## src/rtl/bht_pkg.sv

```systemverilog
package bht_pkg;

    // Two-bit saturating direction states; the upper half predicts taken.
    typedef enum logic [1:0] {
        SAT_STRONG_NT = 2'b00,
        SAT_WEAK_NT   = 2'b01,
        SAT_WEAK_T    = 2'b10,
        SAT_STRONG_T  = 2'b11
    } sat2_e;

    localparam int SAT2_W = 2;

    // Direction guess of a two-bit state.
    function automatic logic sat2_pred(input sat2_e s);
        return (s == SAT_WEAK_T) || (s == SAT_STRONG_T);
    endfunction

    // One training step of a two-bit state, clamped at both ends.
    function automatic sat2_e sat2_next(input sat2_e s, input logic taken);
        sat2_e n;
        case (s)
            SAT_STRONG_NT: n = taken ? SAT_WEAK_NT  : SAT_STRONG_NT;
            SAT_WEAK_NT:   n = taken ? SAT_WEAK_T   : SAT_STRONG_NT;
            SAT_WEAK_T:    n = taken ? SAT_STRONG_T : SAT_WEAK_NT;
            default:       n = taken ? SAT_STRONG_T : SAT_WEAK_T;
        endcase
        return n;
    endfunction

    // Pairing of a guess and the resolved direction of one update.
    typedef struct packed {
        logic pred;
        logic taken;
    } dir_pair_t;

    function automatic logic is_miss(input dir_pair_t p);
        return p.pred != p.taken;
    endfunction

endpackage

```

## src/rtl/bht_state_decode.sv

```systemverilog
module bht_state_decode #(
    parameter int SW = 2
) (
    input  logic [SW-1:0] st,
    output logic          pred
);
    import bht_pkg::*;

    generate
        if (SW == 1) begin : g_one
            assign pred = st[0];
        end else begin : g_two
            assign pred = sat2_pred(sat2_e'(st[1:0]));
        end
    endgenerate
endmodule

```

## src/rtl/bht_state_next.sv

```systemverilog
module bht_state_next #(
    parameter int SW = 2
) (
    input  logic [SW-1:0] cur,
    input  logic          taken,
    output logic [SW-1:0] nxt
);
    import bht_pkg::*;

    generate
        if (SW == 1) begin : g_one
            // Keep the bit on a correct guess, invert it on a wrong one.
            assign nxt = (cur[0] == taken) ? cur : ~cur;
        end else begin : g_two
            assign nxt = SW'(sat2_next(sat2_e'(cur[1:0]), taken));
        end
    endgenerate
endmodule

```

## src/rtl/bht_table.sv

```systemverilog
module bht_table #(
    parameter int IDX_W = 4,
    parameter int SW    = 2
) (
    input  logic             clk,
    input  logic             rst,
    input  logic [IDX_W-1:0] rd_a_idx,
    output logic [SW-1:0]    rd_a_st,
    input  logic [IDX_W-1:0] rd_b_idx,
    output logic [SW-1:0]    rd_b_st,
    input  logic             wr_en,
    input  logic [IDX_W-1:0] wr_idx,
    input  logic [SW-1:0]    wr_st
);
    localparam int DEPTH = 1 << IDX_W;

    logic [DEPTH-1:0][SW-1:0] ent;

    generate
        for (genvar g = 0; g < DEPTH; g++) begin : g_ent
            logic [SW-1:0] q;
            always_ff @(posedge clk) begin
                if (rst) begin
                    q <= '0;
                end else if (wr_en && (wr_idx == IDX_W'(g))) begin
                    q <= wr_st;
                end
            end
            assign ent[g] = q;
        end
    endgenerate

    // Reads return registered state, so a same-cycle write is not yet seen.
    assign rd_a_st = ent[rd_a_idx];
    assign rd_b_st = ent[rd_b_idx];
endmodule

```

## src/rtl/bht_miss_ctr.sv

```systemverilog
module bht_miss_ctr #(
    parameter int MISS_W = 16
) (
    input  logic              clk,
    input  logic              rst,
    input  logic              inc,
    output logic [MISS_W-1:0] count
);
    localparam logic [MISS_W-1:0] TOP = '1;

    logic [MISS_W-1:0] cnt_q;

    always_ff @(posedge clk) begin
        if (rst) begin
            cnt_q <= '0;
        end else if (inc && (cnt_q != TOP)) begin
            cnt_q <= cnt_q + MISS_W'(1);
        end
    end

    assign count = cnt_q;
endmodule

```

## src/rtl/bht_dir_pred.sv

```systemverilog
module bht_dir_pred #(
    parameter int ADDR_W   = 32,
    parameter int IDX_LO   = 2,
    parameter int IDX_W    = 4,
    parameter int CTR_BITS = 2,
    parameter int MISS_W   = 16
) (
    input  logic              clk,
    input  logic              rst,
    input  logic [ADDR_W-1:0] lk_pc,
    output logic              lk_pred,
    input  logic              upd_valid,
    input  logic [ADDR_W-1:0] upd_pc,
    input  logic              upd_taken,
    output logic [MISS_W-1:0] miss_count
);
    import bht_pkg::*;

    localparam int SW = (CTR_BITS == 1) ? 1 : SAT2_W;

    logic [IDX_W-1:0] lk_idx;
    logic [IDX_W-1:0] upd_idx;
    logic [SW-1:0]    lk_st;
    logic [SW-1:0]    upd_st;
    logic [SW-1:0]    upd_nxt;
    logic             upd_pred_w;
    logic             miss_w;
    dir_pair_t        upd_pair;

    assign lk_idx  = lk_pc[IDX_LO +: IDX_W];
    assign upd_idx = upd_pc[IDX_LO +: IDX_W];

    // Address bits outside the index field carry no meaning here.
    logic unused_addr_bits;
    assign unused_addr_bits = ^{lk_pc, upd_pc};

    bht_table #(.IDX_W(IDX_W), .SW(SW)) table_i (
        .clk      (clk),
        .rst      (rst),
        .rd_a_idx (lk_idx),
        .rd_a_st  (lk_st),
        .rd_b_idx (upd_idx),
        .rd_b_st  (upd_st),
        .wr_en    (upd_valid),
        .wr_idx   (upd_idx),
        .wr_st    (upd_nxt)
    );

    bht_state_decode #(.SW(SW)) lk_dec_i (
        .st   (lk_st),
        .pred (lk_pred)
    );

    bht_state_decode #(.SW(SW)) upd_dec_i (
        .st   (upd_st),
        .pred (upd_pred_w)
    );

    bht_state_next #(.SW(SW)) nxt_i (
        .cur   (upd_st),
        .taken (upd_taken),
        .nxt   (upd_nxt)
    );

    assign upd_pair = '{pred: upd_pred_w, taken: upd_taken};
    assign miss_w   = upd_valid && is_miss(upd_pair);

    bht_miss_ctr #(.MISS_W(MISS_W)) miss_i (
        .clk   (clk),
        .rst   (rst),
        .inc   (miss_w),
        .count (miss_count)
    );
endmodule

```

## config.mk

```make
export PLATFORM = sky130hd
export DESIGN_NAME = bht_dir_pred
export DESIGN_NICKNAME = d
export VERILOG_FILES = /design/src/rtl/bht_pkg.sv /design/src/rtl/bht_state_decode.sv /design/src/rtl/bht_state_next.sv /design/src/rtl/bht_table.sv /design/src/rtl/bht_miss_ctr.sv /design/src/rtl/bht_dir_pred.sv
export SDC_FILE = /design/constraint.sdc
export NUM_CORES = 1
export LEC_CHECK = 0
export ABC_CLOCK_PERIOD_IN_PS = 5540
export CORE_MARGIN = 2
export CORE_UTILIZATION = 55
export CTS_BUF_LIST = sky130_fd_sc_hd__clkbuf_16
export DETAILED_ROUTE_END_ITERATION = 10
export DONT_BUFFER_PORTS = 1
export GPL_TIMING_DRIVEN = 0
export MAX_ROUTING_LAYER = met4
export PLACE_DENSITY_LB_ADDON = 0.08
export REMOVE_ABC_BUFFERS = 1
export SLEW_MARGIN = 40
export SYNTH_ARGS = -nofsm -noshare
export SYNTH_HDL_FRONTEND = slang
export SYNTH_SLANG_ARGS = --single-unit
```

## constraint.sdc

```tcl
create_clock -name clk -period 5.54 [get_ports clk]
set_input_delay 1.108 -clock clk [delete_from_list [all_inputs] [get_ports clk]]
set_output_delay 1.108 -clock clk [all_outputs]
set_load 0.02 [all_outputs]
```

==> flow_summary.yaml, run 1 <==
global_route:
  first_global_vias: 2175
  grt_max_degree: 64
  track_usage: 0.2368
  grt_antenna_before_repair: 0
  grt_pass1_wl_um: 10940
  grt_overflow: 0
sta:
  rsz0062_at_grt: "false"
  clock-skew-final_ps: 4.722
  fmax_mhz: 306.6
  tightest_slew_ps: 735.9
  setup_violations: 0
  finalSetupTns_ps: 0
  layout_min_cycle_time_ps: 3261
  worst_slack_ps: 2279
  hold_viol: 0
  finalCritPeriodShare: 0.5886
  slew_headroom: 0.5088
  slew_violations: 0
drt:
  routed_wl_um: 6497
  drt_iter0_markers: 224
  vias_per_cell: 6.266
  drc: 0
  ant_nets: 0
  drt-wirelength-per-cell_um: 18.00
  drt_pass1_iterations: 4
  num_vias: 2262
setup_path:
  cp_top_family: "multiplexers"
  slowest_delay_ps: 570
  cp_cell_sequence: "mux4_2, mux4_2"
  crit_arrival_ps: 2150
  end_kind: "primary output"
  crit_path_frequent_cell: "mux4_2"
  required_ps: 4430
  slowest_stage: "mux4_2"
  crit_type: "primary input to primary output"
  crit_buf_inv: 0
  setup.worst_path.start: "lk_pc[2]"
  worstSetupStartpointType: "primary input"
  r2r_start: "miss_i.count[0]$_SDFFE_PP0P_"
  cp_max_fo: 4
power:
  ir_drop_v: 0.0001672
  power.share.clock: 0.433
  p_sw_frac: 0.2445
  p_switching_uw: 177.6
  p_comb_frac: 0.074
  p_seq_frac: 0.492
  powerDensity_nw_per_um2: 238.4
  internal-power_uw: 548.7
  power_leakage_nw: 0.9692
finish:
  final_cell_mix: "nor2_1 (67), dfxtp_1 (48), a211oi_1 (30), mux4_2 (15), nor2b_1 (15)"
  fin_util: 0.5965
  drive_above_1_share: 0.1821
  num_antenna_cells: 0
  syn_to_final_growth_pct: 4.060
  layout_commonest_cell: "nor2_1"
  final_nets: 359
clocking:
  cts_buffer_depth: 2
  postCtsResizedCells: 0
  path_clk_slew_ps: 70
  cts_setup_buffers: 0
  cts_tree: "done"
  clk_latency_ps: 290
  htreeDepth: 2
  postCtsHoldBufs: 0
  cts.sinks: 48
  cts_made_buffers: 5
  cts-root-buf: "clkbuf_16"
place:
  gp_congestion: 0.8696
  dpl_worst_slack_ps: 2272
  io_buffers: 0
  dp_hpwl_um: 4529
die:
  dieArea_um2: 5923
  num_rows: 26
  core_area_um2: 5107
  dieHeight_um: 76.96
  fp.dieW_um: 76.96
  ios: 85
  start_util: 0.5732
logic_synthesis:
  synth-main-ff-cell: "dfxtp_1"
  synth-edff-count: 0
  syn_inst: 303
  syn_avg_cell_area_um2: 9.663
  netlist_area_um2: 2928
  yosysWarnings: 0
  synth-seq-cells: 48
  seq_area_frac_synth: 0.3282
  async_flop_share: 0
  synth_cell_types: 44
run:
  maxCapViolCount: 0
worst_hold_path:
  min_from: "table_i.g_ent[2].q[0]$_SDFFE_PP0P_"
  hold_path.class: "flop to flop"
status:
  outcome: "complete, no violations"
-- path summary, 6_finish.rpt --
check | endpoint | cells past startpoint | slack (ps)
max | lk_pred | 2 | 2280
min reg2reg | table_i.g_ent[2].q[0]$_SDFFE_PP0P_ | 2 | 490
max reg2reg | miss_i.count[3]$_SDFFE_PP0P_ | 6 | 3000
min | table_i.g_ent[2].q[0]$_SDFFE_PP0P_ | 2 | 490
-- cells in the mapped netlist, drive strengths merged (2+ instances only) --
library cell  instances  area, µm²
o2111ai               2      17.52
inv                   4      15.01
nand3                 8      52.55
a21oi                 9      48.80
a22oi                 2      25.02
mux2i                 4      40.04
nor2b                15      93.84
nor3                  6      30.03
nand2                 7      26.28
and4                  2      17.52
dfxtp                48      960.9
mux4                 17      390.4
o21ai                 4      23.77
mux2                 18      206.5
nand2b                4      25.02
a21o                  2      15.01
nor2                 67      251.5
clkbuf               10      37.54
nand4                 5      31.28
nand3b                2      15.01
buf                  10      82.57
o32a                  2      32.53
a22o                  2      17.52
a211oi               43      387.9
and2                  2      12.51
-- cell type report --
type | instances | area (µm²)
Multi-Input combinational cell | 231 | 1832
Fill cell | 457 | 2061
Clock buffer | 5 | 125.1
Inverter | 4 | 15.01
Tap cell | 70 | 87.58
Clock inverter | 3 | 26.28
Sequential cell | 48 | 960.9
-- flip-flops by register name, summed over array words and instances, names as in the netlist --
register / cells
table_i.g_ent.q: 32
miss_i.count: 16
-- logic make-up after synthesis --
family / synth area share
AO/OA/AOI/OAI: 0.2030
adder cells (fa/ha/maj): 0.004273
buffers and inverters: 0.04615
flip-flops: 0.3282
multiplexers: 0.2175
AND/OR/NAND/NOR: 0.2009
-- per-layer routing --
| layer | wire length (µm) | GRT usage | vias to the layer above |
|---|---|---|---|
| met5 | 0 | - | - |
| met4 | 70 | 0.06182 | 0 |
| met1 | 3072 | 0.3246 | 1087 |
| met3 | 407 | 0.07294 | 7 |
| met2 | 2947 | 0.3404 | 59 |
| li1 | - | - | 1109 |
-- power groups by stage --
stage	registers (mW)	logic (mW)	clock network (mW)
3_3_place_gp	0.365	0.0524	0
6_report	0.358	0.0541	0.315
2_1_floorplan	0.363	0.0456	0
3_5_place_dp	0.366	0.0538	0
5_1_grt	0.358	0.0593	0.335
4_1_cts	0.358	0.0541	0.319
-- stage by stage --
stage / power, mW / area, µm² / hold slack, ps / instances
2_1_floorplan: 0.4091 / 2808 / 469.9 / 283
3_3_place_gp: 0.4178 / 2895 / 479.7 / 353
3_5_place_dp: 0.4195 / 2895 / 484.8 / 353
4_1_cts: 0.7311 / 3047 / 494.4 / 361
5_1_grt: 0.7526 / 3047 / 510.8 / 361
6_report: 0.7264 / 3047 / 491.6 / 361
(Power assumes the default switching activity.)
==> run 2, diff against run 1 <==
--- a/config.mk
+++ b/config.mk
@@ -5,7 +5,8 @@
 export SDC_FILE = /design/constraint.sdc
 export NUM_CORES = 1
 export LEC_CHECK = 0
-export ABC_CLOCK_PERIOD_IN_PS = 5540
+export ABC_AREA = 1
+export ABC_CLOCK_PERIOD_IN_PS = 2800
 export CORE_MARGIN = 2
 export CORE_UTILIZATION = 55
 export CTS_BUF_LIST = sky130_fd_sc_hd__clkbuf_16
==> constraint.sdc (replaced) <==
create_clock -name clk -period 2.8 [get_ports clk]
set_input_delay 0.56 -clock clk [delete_from_list [all_inputs] [get_ports clk]]
set_output_delay 0.56 -clock clk [all_outputs]
set_load 0.02 [all_outputs]
==> run 2 against run 1 <==
Utilization is 1.6 points higher. Synthesized cell count is 42% higher. Die area is 5.0% lower. Global-route usage is 1.7 points higher. Sequential cell count stayed put. Cell area is 3.8% lower. Register-to-register slack worse by 2500 ps. Critical path depth is 7 higher. Clock skew is 1.4 ps lower. Sequential share of layout area is 1.2 points higher. Largest cell class unchanged.
==> flow_summary.yaml, run 2 <==
status:
  outcome: "complete, no violations"
sta:
  hold_viol: 0
  clock-skew-final_ps: 3.324
  setup_violations: 0
  layout_min_cycle_time_ps: 2334
  tightest_slew_ps: 691.8
  slew_violations: 0
  finalSetupTns_ps: 0
  fmax_mhz: 428.4
  finalCritPeriodShare: 0.8336
  slew_headroom: 0.5349
  rsz0062_at_grt: "false"
place:
  dpl.cell_count: 482
  gp_congestion: 0.8337
  dp_hpwl_um: 4418
  io_buffers: 0
logic_synthesis:
  synth.top_cells.by_count: "nand2_1 (98), inv_1 (79), a21oi_1 (53), dfxtp_1 (48)"
  synthTopCellsByArea: "dfxtp_1 (35%), nand2_1 (13%), inv_1 (11%)"
  synth_top_cell_area_share: 0.3466
  syn_avg_cell_area_um2: 6.463
  synth_cell_types: 29
  synth-edff-count: 0
  async_flop_share: 0
  yosys.area.top_type: "dfxtp_1"
  synth_most_common_cell: "nand2_1"
  seq_area_frac_synth: 0.3466
  synth-seq-cells: 48
  netlist_area_um2: 2773
  syn_inst: 429
  yosysWarnings: 0
  synth-main-ff-cell: "dfxtp_1"
clocking:
  cts-root-buf: "clkbuf_16"
  cts.sinks: 48
  cts_tree: "done"
  clk_latency_ps: 280
  cts_buffer_depth: 2
  cts_setup_buffers: 0
  cts_made_buffers: 5
  postCtsResizedCells: 0
  htreeDepth: 2
  postCtsHoldBufs: 0
  path_clk_slew_ps: 60
die:
  core_area_um2: 4786
  fp.dieW_um: 75
  dieArea_um2: 5625
  num_rows: 25
  ios: 85
  dieHeight_um: 75
  start_util: 0.5793
finish:
  largest_register_ffs: 32
  top_register: "table_i.g_ent.q"
  layout_commonest_cell: "nand2_1"
  finalNonFillerCells: 490
  num_antenna_cells: 0
  final_nets: 491
  syn_to_final_growth_pct: 5.731
  final_cell_mix: "nand2_1 (98), inv_1 (80), a21oi_1 (53), dfxtp_1 (48)"
  drive_above_1_share: 0.05437
power:
  powerDensity_nw_per_um2: 502.6
  ir_drop_v: 0.0004073
  p_sw_frac: 0.2254
  power.share.clock: 0.451
  p_switching_uw: 332.1
  internal-power_mw: 1.141
  p_seq_frac: 0.479
  power_leakage_nw: 1.320
  p_comb_frac: 0.070
setup_path:
  r2r-end: "miss_i.count[15]$_SDFFE_PP0P_"
  crit_type: "flop to flop"
  required_ps: 3010
  worstSetupStartpointType: "flop"
  r2r_start: "miss_i.count[0]$_SDFFE_PP0P_"
  setup.worst_path.start: "miss_i.count[0]$_SDFFE_PP0P_"
  crit_path_frequent_cell: "nand2_2"
  crit_arrival_ps: 2550
  end_kind: "flop"
  cp_max_fo: 17
  rrSetupSlack_ps: 470
  rr_worst_depth: 9
  slowest_stage: "dfxtp_1"
  slowest_delay_ps: 490
  cp_cell_sequence: "ha_1, nand3_1, nor2_2, nand2_2, nor3_2, nand2_2, nand4_4, nand2_1, a21oi_1"
drt:
  drt_pass1_iterations: 7
  drc: 0
  vias_per_cell: 5.222
  ant_nets: 0
  drt-wirelength-per-cell_um: 12.90
  routed_wl_um: 6319
  drt_iter0_markers: 169
  num_vias: 2559
global_route:
  grt_antenna_before_repair: 0
  grt_overflow: 0
  track_usage: 0.2537
  first_global_vias: 2338
  grt_max_degree: 47
  grt_pass1_wl_um: 10670
worst_hold_path:
  hold_depth: 1
  hold_path.class: "primary input to flop"
  min_delay_worst_endpoint: "miss_i.count[3]$_SDFFE_PP0P_"
  min_from: "rst"
run:
  maxCapViolCount: 0
-- run 2: cell count changes after synthesis, moves of 20 or more --
cell and change:
a211oi_1 -30, a21oi_1 +45, inv_1 +75, nand2_1 +91, nor2_1 -39, o21ai_0 +26
o21ai_1 +20
-- run 2: how the worst max path moves through the flow --
stage / endpoint / slack [ps] / depth (start not counted)
2_1_floorplan: lk_pred / 830 / 5
3_3_place_gp: miss_i.count[1]$_SDFFE_PP0P_ / 520 / 10
3_5_place_dp: miss_i.count[15]$_SDFFE_PP0P_ / 510 / 9
4_1_cts: miss_i.count[15]$_SDFFE_PP0P_ / 490 / 9
5_1_grt: miss_i.count[13]$_SDFFE_PP0P_ / 200 / 9
6_report: miss_i.count[15]$_SDFFE_PP0P_ / 470 / 9
-- run 2: area by class of cell --
class	count	area (µm²)
Sequential cell	48	960.9
Inverter	81	304.0
Clock buffer	5	125.1
Tap cell	67	83.83
Clock inverter	3	38.79
Multi-Input combinational cell	286	1419
Fill cell	491	1854
-- run 2: critical path: cells and delay by family (launching register included) --
kind / cells / cell delay [ps]
and+or+nand+nor: 7 / 1360
AOI/OAI and AO/OA: 1 / 150
adders and majority gates: 1 / 260
DFF: 1 / 490
-- run 2: power by group through the flow --
stage | logic (mW) | registers, mW | clock network, mW
after floorplan | 0.0806 | 0.719 | 0
after global routing | 0.119 | 0.707 | 0.706
final | 0.103 | 0.706 | 0.664
after detailed placement | 0.102 | 0.721 | 0
after CTS | 0.103 | 0.706 | 0.677
after global placement | 0.101 | 0.721 | 0
-- run 2: through the flow --
step / total power, mW / hold slack (ps) / instance area [µm²] / utilization / setup WS [ps]
after floorplan: 0.7998 / 511.0 / 2684 / - / 829.3
after global placement: 0.8215 / 524.6 / 2768 / 0.5783 / 517.8
after detailed placement: 0.8232 / 535.6 / 2768 / 0.5783 / 508.7
after CTS: 1.486 / 332.4 / 2932 / 0.6125 / 491.0
after global routing: 1.531 / 329.0 / 2932 / 0.6125 / 203.3
final: 1.473 / 364.3 / 2932 / 0.6125 / 465.9
-- run 2: layer usage --
metal,GRT usage,share of wire
met4,0.06944,0.0070
met3,0.04552,0.058
met2,0.3928,0.46
met5,-,0
met1,0.3410,0.48
-- run 2: kinds of logic after synthesis --
group           share of synthesized area
xor+xnor                          0.04107
buf+inv                            0.1417
compound gates                     0.2076
fa+ha+maj                        0.004512
flops                              0.3466
simple gates                       0.2586
==> run 3, diff against run 2 <==
--- a/config.mk
+++ b/config.mk
@@ -6,7 +6,7 @@
 export NUM_CORES = 1
 export LEC_CHECK = 0
 export ABC_AREA = 1
-export ABC_CLOCK_PERIOD_IN_PS = 2800
+export ABC_CLOCK_PERIOD_IN_PS = 2300
 export CORE_MARGIN = 2
 export CORE_UTILIZATION = 55
 export CTS_BUF_LIST = sky130_fd_sc_hd__clkbuf_16
==> constraint.sdc (replaced) <==
create_clock -name clk -period 2.3 [get_ports clk]
set_input_delay 0.46 -clock clk [delete_from_list [all_inputs] [get_ports clk]]
set_output_delay 0.46 -clock clk [all_outputs]
set_load 0.02 [all_outputs]
==> run 3 against run 2 <==
Clock skew up 1.1 ps. Hold slack worse by 110 ps. Final cell count unchanged. Setup slack worse by 210 ps. Wire length up 0.43%. Critical path type unchanged. Largest cell class unchanged. Largest power group unchanged.
==> flow_summary.yaml, run 3 (same netlist as run 2, synthesis figures left out) <==
setup_path:
  crit_arrival_ps: 2260
  slowest_stage: "dfxtp_2"
  crit_type: "flop to flop"
  slowest_delay_ps: 420
  rr_worst_depth: 9
  required_ps: 2510
  cp_max_fo: 17
  worst-path-stages: 9
  crit_buf_inv: 0
  cp_cell_sequence: "ha_1, nand3_1, nor2_4, nand2_2, nor3_4, nand2_4, nand4_4, nand2_1, a21oi_1"
  end_kind: "flop"
  r2r-end: "miss_i.count[15]$_SDFFE_PP0P_"
  r2r_start: "miss_i.count[0]$_SDFFE_PP0P_"
  cp_top_family: "simple AND/OR/NAND/NOR gates"
  rrSetupSlack_ps: 260
  worstSetupStartpointType: "flop"
power:
  p_sw_frac: 0.2258
  p_switching_uw: 405.3
  powerDensity_nw_per_um2: 608.6
  power_leakage_nw: 1.353
  ir_drop_v: 0.0004983
  p_comb_frac: 0.070
  p_seq_frac: 0.479
  internal-power_mw: 1.390
  power.share.clock: 0.451
global_route:
  grt_overflow: 0
  grt_antenna_before_repair: 0
  first_global_vias: 2338
  grt_max_degree: 47
  grt_pass1_wl_um: 10680
  track_usage: 0.2537
finish:
  final_cell_mix: "nand2_1 (98), inv_1 (80), a21oi_1 (53), dfxtp_1 (46)"
  final_cell_area_um2: 2950
  final_nets: 491
  layout_commonest_cell: "nand2_1"
  top_register: "table_i.g_ent.q"
  largest_register_ffs: 32
  drive_above_1_share: 0.05910
  syn_to_final_growth_pct: 6.408
  fill_cells: 491
  num_antenna_cells: 0
drt:
  drc: 0
  top_layer_used: "met4"
  drt_iter0_markers: 167
  dr_wl_met2_um: 2894
  routed_wl_um: 6346
  drt-wirelength-per-cell_um: 12.95
  drt-met1-wl_um: 3051
  drt_pass1_iterations: 5
  wl_met3_um: 351
  ant_nets: 0
  num_vias: 2584
  vias_per_cell: 5.273
run:
  maxCapViolCount: 0
sta:
  finalCritPeriodShare: 0.8871
  rsz0062_at_grt: "false"
  finalSetupTns_ps: 0
  worst_slack_ps: 259.7
  clock-skew-final_ps: 4.404
  layout_min_cycle_time_ps: 2040
  hold_viol: 0
  fmax_mhz: 490.1
  slew_headroom: 0.5350
  tightest_slew_ps: 691.6
  setup_violations: 0
  slew_violations: 0
worst_hold_path:
  min_delay_worst_endpoint: "miss_i.count[3]$_SDFFE_PP0P_"
  hold_depth: 1
  hold_path.class: "primary input to flop"
  min_from: "rst"
clocking:
  cts.sinks: 48
  htreeDepth: 2
  postCtsHoldBufs: 0
  path_clk_slew_ps: 60
  cts-root-buf: "clkbuf_16"
  cts_tree: "done"
  cts_made_buffers: 5
  cts_buffer_depth: 2
  cts_setup_buffers: 0
  clk_latency_ps: 280
die:
  fp.dieW_um: 75
  ios: 85
  start_util: 0.5793
  dieHeight_um: 75
  num_rows: 25
  dieArea_um2: 5625
  core_area_um2: 4786
status:
  outcome: "complete, no violations"
place:
  placed_area_um2: 2768
  gp_congestion: 0.8337
  io_buffers: 0
  dp_hpwl_um: 4418
  dpl_worst_slack_ps: 8.660
run 3: cell counts in the layout (fill, tap and decap cells not counted):
Identical to the previous run, type by type.
run 3: power groups by stage:
stage,Sequential (mW),Combinational (mW),Clock [mW]
global route,0.861,0.145,0.859
floorplan,0.876,0.0982,0
global placement,0.878,0.123,0
finish,0.860,0.126,0.810
CTS,0.859,0.126,0.824
detailed placement,0.878,0.124,0
run 3: worst max-delay path by stage:
stage,end,start,slack (ps)
global placement,miss_i.count[1]$_SDFFE_PP0P_,miss_i.count[0]$_SDFFE_PP0P_,20
detailed placement,miss_i.count[15]$_SDFFE_PP0P_,miss_i.count[0]$_SDFFE_PP0P_,9
floorplan,miss_i.count[0]$_SDFFE_PP0P_,miss_i.count[0]$_SDFFE_PP0P_,410
CTS,miss_i.count[15]$_SDFFE_PP0P_,miss_i.count[0]$_SDFFE_PP0P_,40
finish,miss_i.count[15]$_SDFFE_PP0P_,miss_i.count[0]$_SDFFE_PP0P_,260
global route,miss_i.count[13]$_SDFFE_PP0P_,miss_i.count[0]$_SDFFE_PP0P_,40
run 3: layer usage:
layer  vias to the layer above  GRT usage
li1                       1354          -
met1                      1155     0.3410
met2                        68     0.3928
met3                         7    0.04552
met4                         0    0.06944
met5                         -          -
run 3: timing repair:
| action | in CTS | in global routing |
|---|---|---|
| setup endpoints to repair | 1 | 15 |
| resized for setup | 1 | 4 |
| pin swaps | 0 | 0 |
| endpoints found under the hold margin | 0 | 0 |
run 3: cell type report:
type / instances / area, µm² / area share
Clock inverter: 3 / 38.79 / 0.01315
Inverter: 81 / 304.0 / 0.1031
Sequential cell: 48 / 963.4 / 0.3265
Tap cell: 67 / 83.83 / 0.02841
Multi-Input combinational cell: 286 / 1435 / 0.4864
Clock buffer: 5 / 125.1 / 0.04241
run 3: worst register-to-register path, stage by stage, from the launching register on:
cell	delay (ps)
dfxtp_2	420
ha_1	230
nand3_1	130
nor2_4	190
nand2_2	110
nor3_4	230
nand2_4	180
nand4_4	260
nand2_1	80
a21oi_1	150
run 3: stage by stage:
step | std cells | util | hold WS, ps | power [mW]
finish | 490 | 0.6165 | 254.8 | 1.796
global route | 490 | 0.6165 | 229.0 | 1.865
CTS | 490 | 0.6136 | 232.4 | 1.809
detailed placement | 482 | 0.5783 | 535.6 | 1.002
global placement | 482 | 0.5783 | 524.6 | 1.000
floorplan | 415 | - | 511.0 | 0.9737
